<file path="src/rtl/rx_err_irq_pkg.sv">
package rx_err_irq_pkg;
  localparam int CTRL_ADDR   = 0;
  localparam int STAT_ADDR   = 1;
  localparam int EN_BIT      = 0;
  localparam int ERRONLY_BIT = 5;
  localparam int CELL_ERR_W  = 3;

  typedef struct packed {
    logic clearStatus;
    logic readCtrl;
    logic readStatus;
    logic readOther;
  } regStrobe_t;
endpackage

</file>
<file path="src/rtl/rx_err_irq_ctrl.sv">
module rx_err_irq_ctrl
  import rx_err_irq_pkg::*;
#(
  parameter int ADDR_W = 8,
  parameter int DATA_W = 8
) (
  input  logic              clk,
  input  logic              rstN,
  input  logic [ADDR_W-1:0] regAddr,
  input  logic              regWrEn,
  input  logic [DATA_W-1:0] regWrData,
  input  logic              regRdEn,
  output logic [DATA_W-1:0] ctrlByte,
  output regStrobe_t        strobe
);
  logic hitCtrl;
  logic hitStat;

  assign hitCtrl = (regAddr == ADDR_W'(CTRL_ADDR));
  assign hitStat = (regAddr == ADDR_W'(STAT_ADDR));

  always_ff @(posedge clk or negedge rstN) begin
    if (!rstN) ctrlByte <= '0;
    else if (regWrEn && hitCtrl) ctrlByte <= regWrData;
  end

  always_comb begin
    strobe.clearStatus = regRdEn && hitStat;
    strobe.readStatus  = regRdEn && hitStat;
    strobe.readCtrl    = regRdEn && hitCtrl;
    strobe.readOther   = regRdEn && !hitCtrl && !hitStat;
  end

  // control byte only moves on a write to its own address
  p_ctrl_hold_r8: assert property (@(posedge clk) disable iff (!rstN)
    !(regWrEn && hitCtrl) |=> $stable(ctrlByte));

  // read strobes are mutually exclusive
  p_one_sel_r9: assert property (@(posedge clk) disable iff (!rstN)
    $onehot0({strobe.readCtrl, strobe.readStatus, strobe.readOther}));
endmodule

</file>
<file path="src/rtl/rx_err_irq_dp.sv">
module rx_err_irq_dp
  import rx_err_irq_pkg::*;
#(
  parameter int NUM_SRC = 5,
  parameter int DATA_W  = 8
) (
  input  logic               clk,
  input  logic               rstN,
  input  logic [NUM_SRC-1:0] evtPulse,
  input  logic [DATA_W-1:0]  ctrlByte,
  input  regStrobe_t         strobe,
  output logic [DATA_W-1:0]  regRdData,
  output logic               irqN
);
  logic [NUM_SRC-1:0] statusReg;
  logic [NUM_SRC-1:0] srcMask;
  logic               gEnable;
  logic               errOnly;

  assign gEnable = ctrlByte[EN_BIT];
  assign errOnly = ctrlByte[ERRONLY_BIT];

  for (genvar i = 0; i < NUM_SRC; i++) begin : g_src
    always_ff @(posedge clk or negedge rstN) begin
      if (!rstN) statusReg[i] <= 1'b0;
      else       statusReg[i] <= (statusReg[i] && !strobe.clearStatus) || evtPulse[i];
    end
    if (i < CELL_ERR_W) begin : g_cell
      assign srcMask[i] = gEnable;
    end else begin : g_other
      assign srcMask[i] = gEnable && !errOnly;
    end
  end

  assign irqN = !(|(statusReg & srcMask));

  always_ff @(posedge clk or negedge rstN) begin
    if (!rstN) regRdData <= '0;
    else if (strobe.readCtrl)   regRdData <= ctrlByte;
    else if (strobe.readStatus) regRdData <= DATA_W'(statusReg);
    else if (strobe.readOther)  regRdData <= '0;
  end

  // an event always lands in its flag
  p_evt_set_r2: assert property (@(posedge clk) disable iff (!rstN)
    (|evtPulse) |=> ((statusReg & $past(evtPulse)) == $past(evtPulse)));

  // without a clearing read no flag falls
  p_sticky_r2: assert property (@(posedge clk) disable iff (!rstN)
    !strobe.clearStatus |=> ((statusReg & $past(statusReg)) == $past(statusReg)));

  // disabled means no interrupt
  p_irq_off_r3: assert property (@(posedge clk) disable iff (!rstN)
    !gEnable |-> irqN);

  // in error-only mode the cell flags alone drive the line
  p_erronly_r5: assert property (@(posedge clk) disable iff (!rstN)
    (gEnable && errOnly) |-> (irqN == !(|statusReg[CELL_ERR_W-1:0])));

  // after a clear only same-edge events remain
  p_clear_r6: assert property (@(posedge clk) disable iff (!rstN)
    strobe.clearStatus |=> (statusReg == $past(evtPulse)));

  // reads of unmapped addresses return zero
  p_rd_other_r9: assert property (@(posedge clk) disable iff (!rstN)
    strobe.readOther |=> (regRdData == '0));
endmodule

</file>
<file path="src/rtl/rx_err_irq.sv">
module rx_err_irq
  import rx_err_irq_pkg::*;
#(
  parameter int NUM_SRC = 5,
  parameter int ADDR_W  = 8,
  parameter int DATA_W  = 8
) (
  input  logic               clk,
  input  logic               rstN,
  input  logic [NUM_SRC-1:0] evtPulse,
  input  logic [ADDR_W-1:0]  regAddr,
  input  logic               regWrEn,
  input  logic [DATA_W-1:0]  regWrData,
  input  logic               regRdEn,
  output logic [DATA_W-1:0]  regRdData,
  output logic               irqN
);
  regStrobe_t        strobe;
  logic [DATA_W-1:0] ctrlByte;

  rx_err_irq_ctrl #(.ADDR_W(ADDR_W), .DATA_W(DATA_W)) u_ctrl (
    .clk(clk), .rstN(rstN), .regAddr(regAddr), .regWrEn(regWrEn),
    .regWrData(regWrData), .regRdEn(regRdEn), .ctrlByte(ctrlByte),
    .strobe(strobe)
  );

  rx_err_irq_dp #(.NUM_SRC(NUM_SRC), .DATA_W(DATA_W)) u_dp (
    .clk(clk), .rstN(rstN), .evtPulse(evtPulse), .ctrlByte(ctrlByte),
    .strobe(strobe), .regRdData(regRdData), .irqN(irqN)
  );
endmodule

</file>
<file path="config.mk">
export PLATFORM = sky130hd
export DESIGN_NAME = rx_err_irq
export DESIGN_NICKNAME = d
export VERILOG_FILES = /design/src/rtl/rx_err_irq_pkg.sv /design/src/rtl/rx_err_irq_ctrl.sv /design/src/rtl/rx_err_irq_dp.sv /design/src/rtl/rx_err_irq.sv
export SDC_FILE = /design/constraint.sdc
export NUM_CORES = 1
export LEC_CHECK = 0
export ABC_CLOCK_PERIOD_IN_PS = 800
export BUFFER_PORTS_ARGS = -buffer_cell sky130_fd_sc_hd__buf_2
export CORE_ASPECT_RATIO = 0.8
export CORE_MARGIN = 2
export CORE_UTILIZATION = 40
export CTS_BUF_LIST = sky130_fd_sc_hd__clkbuf_2 sky130_fd_sc_hd__clkbuf_4 sky130_fd_sc_hd__clkbuf_8
export CTS_CLUSTER_SIZE = 24
export DETAILED_ROUTE_END_ITERATION = 10
export GPL_ROUTABILITY_DRIVEN = 0
export GPL_TIMING_DRIVEN = 0
export PLACE_DENSITY = 0.79
export SETUP_SLACK_MARGIN = 0.1
export SLEW_MARGIN = 15
export SYNTH_ARGS = -nofsm -noshare
export SYNTH_HDL_FRONTEND = slang
export SYNTH_SLANG_ARGS = --single-unit
</file>
<file path="constraint.sdc">
create_clock -name clk -period 0.8 [get_ports clk]
set_input_delay 0.16 -clock clk [delete_from_list [all_inputs] [get_ports clk]]
set_output_delay 0.16 -clock clk [all_outputs]
set_load 0.01 [all_outputs]
</file>
* Word level (Yosys, flattened, before mapping)
Index checks and enable logic that the tools add are counted.
Word-level totals: flip-flop bits (word level) 21, bits in latches 0, RAM bits 0, ROM bits 0, memories kept 0
Cells by class: add/sub/neg operators 0, multiply operators 0, div/mod/pow operators 0, order comparisons 0, equality and inequality tests 1, shifts and indexed selects 0, mux-type cells 3, bitwise operators 1, reduce and logical (&&, ||, !) cells 24
Operators by type and width (count):
- two-way mux 8 bit | 3
- logical AND 1 bit | 11
- equality test 8 x 1 -> 1 bit (second input constant) | 1
- zero test 8 bit | 1
- bitwise AND 5 bit | 1
- zero test 1 bit | 5
- logical OR 1 bit | 5
- OR reduction 5 bit | 1
- nonzero test 3 bit | 1

* Depth between registers and ports, before layout
depth after elaboration 7, depth in mapped cells 4

* Modules after synthesis
Synthesis repeated with hierarchy kept, for this count alone.
Second synthesis, totals: cell total of the unflattened synthesis 75, area, all modules 979.7 µm²
By module, submodules not included:
- rx_err_irq_dp | times used 1, cells each 50, area an instance 575.6 µm², sequential area each 325.3 µm²
- rx_err_irq_ctrl | times used 1, cells each 25, area an instance 404.1 µm², sequential area each 200.2 µm²

* Worst setup path before layout
No wires, ideal clock.
path type input -> register, from input port regAddr[5], to register u_ctrl.ctrlByte[0], setup time 0.125 ns, arrival 0.986 ns, required time 0.675 ns, path slack -0.310 ns, cell stages on the path 3, buffers on the path 0, cells stage by stage nor4_2 nand3_4 mux2_2
On the way: cells in the longest elaborated chain, start to end 2
RTL lines:
- start, declared | RTL line rx_err_irq.sv:11 | input logic [ADDR_W-1:0] regAddr,
- zero test 8 bit | RTL line rx_err_irq_ctrl.sv:19 | assign hitCtrl = (regAddr == ADDR_W'(CTRL_ADDR));
- logical AND 1 bit | RTL line rx_err_irq_ctrl.sv:24 | else if (regWrEn && hitCtrl) ctrlByte <= regWrData;
- end signal, assigned | RTL line rx_err_irq_ctrl.sv:24
- end, declared | RTL line rx_err_irq_ctrl.sv:13 | output logic [DATA_W-1:0] ctrlByte,
No other way between the ends. A chain may end at the register's enable or synchronous reset.

* Worst setup path after layout
from register u_dp.statusReg[2], to output port irqN
On the way: cells in the longest elaborated chain, start to end 3
RTL lines:
- start, declared | RTL line rx_err_irq_dp.sv:15 | logic [NUM_SRC-1:0] statusReg;
- start signal, assigned by index | RTL line rx_err_irq_dp.sv:26 | else statusReg[i] <= (statusReg[i] && !strobe.clearStatus) || evtPulse[i];
- bitwise AND 5 bit | RTL line rx_err_irq_dp.sv:35 | assign irqN = !(|(statusReg & srcMask));
- OR reduction 5 bit | RTL line rx_err_irq_dp.sv:35
- zero test 1 bit | RTL line rx_err_irq_dp.sv:35
- end, declared | RTL line rx_err_irq.sv:16 | output logic irqN
No other way between the ends.

==> metrics.txt <==
outcome finished with violations; failing checks negative hold slack, negative setup slack; setup TNS -5.53 ns; wire per inst 14.5 µm; HP Class in -> async; period utilization 175%; CTS root buf clkbuf_4; Layout Cells excl Fill 148; largest area contributor in the synthesized netlist dfrtp_1; first-pass GRT wire length 3060 µm; Crit Path Max Fanout 2; grt ovf 0; Placed Area 0.00114 mm²; # H-tree levels 1; Reg clk slew, reported paths 0.11 ns; Seq/Total Area, Yosys 56.8%; count of pins over their slew limit 0; Leak 0.649 nW; Remaining DRCs 0; Core ar. 0.00218 mm²; worst vdd ir 0.954 mV; Crit Path Category reg -> out; Peak Freq 713 MHz; Die Y 47 µm; CTS max path bufs 2; commonest non-fill, non-tap cell in the layout buf_2; CP startpoint kind flip-flop; First-pass DRT Iterations 2; crit-path leading delay family flip-flops; Hold Violations, Final 21; final instance area 0.00135 mm²; initial antenna violation count 0; final net count 149; slowest cell on the critical path dfrtp_1; DR vias/cell 5.01; vias 741; RSZ-0062 raised after global routing yes; commonest cells after routing, fill and taps aside buf_2 (29), dfrtp_1 (21), mux2_2 (9), buf_4 (9), inv_1 (7); synth unique cells 15; Initial DRC Count 6; Antenna Nets Post-Route 0; Synth area leaders dfrtp_1 (57%), mux2_2 (16%), o22ai_1 (5.4%); final wirelength 2150 µm; Hold WS -0.205 ns; vias in the first global route 669; ordered cell list for the critical path o41ai_4, buf_2; actual slew at the worst max-slew pin 0.462 ns; Critical path buffers and inverters 1; clock latency on the worst-skew pair 0.30 ns; CP Capture Type primary output; Warnings, synthesis 0; Cells after Synth 76; flops & latches, synth 21; Die ar. 0.00271 mm²; relative slew slack 69.2%; ANT cells 0; largest net degree at the start of global routing 22; post-layout util 62.1%; die width 57.8 µm; Reg2Reg Setup Slack -0.38 ns; final setup vio count 27; Avg Cell Area, Syn 12.2 µm²; slowest stage delay, CP 0.43 ns; IO Pins 34; TritonCTS clock tree yes; layout cell share with drive strength beyond 1 61.8%; DP Worst Slack -0.541 ns; total track usage 15.8%; post-route minimum period 1.40 ns; share of the synthesized area in the top cell type 56.8%; TritonCTS Buffers 3; Synth Net Count 101; area delta synth->final 46.3%; cell area after synthesis 925 µm²; Post-Place Cells 132; clock sink count 21; Port Buffers 31; CP required 0.64 ns; MaxCap Viol Count 0; Initial Util 42.5%; PnR worst setup slack -0.603 ns; Fin Clk Skew 0.00309 ns; # rows 15; CP arrival 1.24 ns; Power Density 1350 mW/mm²
[flip-flops by register name, indices dropped and copies added, names as in the netlist]
register         cells
u_dp.statusReg       5
u_ctrl.ctrlByte      8
u_dp.regRdData       8
[final timing paths]
check / from / to / cells after the start
min in group clk: evtPulse[0] / u_dp.statusReg[0] / 2
max in group asynchronous: rstN / u_ctrl.ctrlByte[2] / 1
max: u_dp.statusReg[2] / irqN / 2
min: rstN / u_dp.statusReg[2] / 1
max reg2reg: u_dp.statusReg[2] / u_dp.regRdData[2] / 5
min reg2reg: u_ctrl.ctrlByte[2] / u_ctrl.ctrlByte[2] / 1
[layer usage]
layer / wire length, µm / share of wire [%] / global-route usage (%) / up-vias
li1: - / - / - / 361
met1: 927 / 43 / 20.7 / 360
met2: 1100 / 51 / 25.7 / 18
met3: 102 / 4.8 / 6.34 / 2
met4: 14 / 0.65 / 2.79 / 0
met5: 0 / 0 / 0 / -
[kinds of logic after synthesis]
group	share of synthesized area, %
flip-flops	56.8
AND/OR/NAND/NOR	11.6
AO/OA/AOI/OAI	10.4
multiplexers	15.8
buffers and inverters	5.28
[what timing repair did]
action / in CTS / in global routing
hold endpoints to repair: 21 / 21
resized for setup: 5 / 20
buffers inserted: 5 / 7
setup endpoints to repair: 30 / 30
pin swaps: 6 / 5
[worst register-to-register path, delay by kind of cell (launching register included)]
family                 cells  cell delay [ns]
muxes                      1             0.25
DFF                        1             0.43
buffers and inverters      2             0.25
and+or+nand+nor            1             0.06
AOI/OAI and AO/OA          1             0.06
[through the flow]
stage	hold slack (ns)	power, W
floorplan	-0.136	0.00120
global placement	0.126	0.00130
detailed placement	0.146	0.00131
CTS	-0.195	0.00183
global route	-0.200	0.00193
finish	-0.205	0.00182
[cells in the mapped netlist (all sizes together)]
master  number
nand3        1
nor3         1
a21o         5
nor2         2
buf          1
nand2       10
nor4         2
dfrtp       21
o41ai        1
inv          8
clkbuf       2
o22ai        8
nand4        1
mux2        13
[power breakdown]
group	leakage, nW	internal [W]	switching, W
clock	0.0177	0.000186	0.000307
combinational	0.365	0.000125	0.000108
sequential	0.266	0.00108	0.0000146
total	0.649	0.00139	0.000430
[layout make-up]
class	instances	area [µm²]
plain buffers	3	23.8
clock buffers	3	22.5
clock inverters	1	5.00
fillers	179	825
inverters	8	30.0
multi-input cells	44	439
flip-flops and latches	21	526
well taps	25	31.3
repair buffers	43	275
Note: power is estimated with default switching activity, not from simulation.
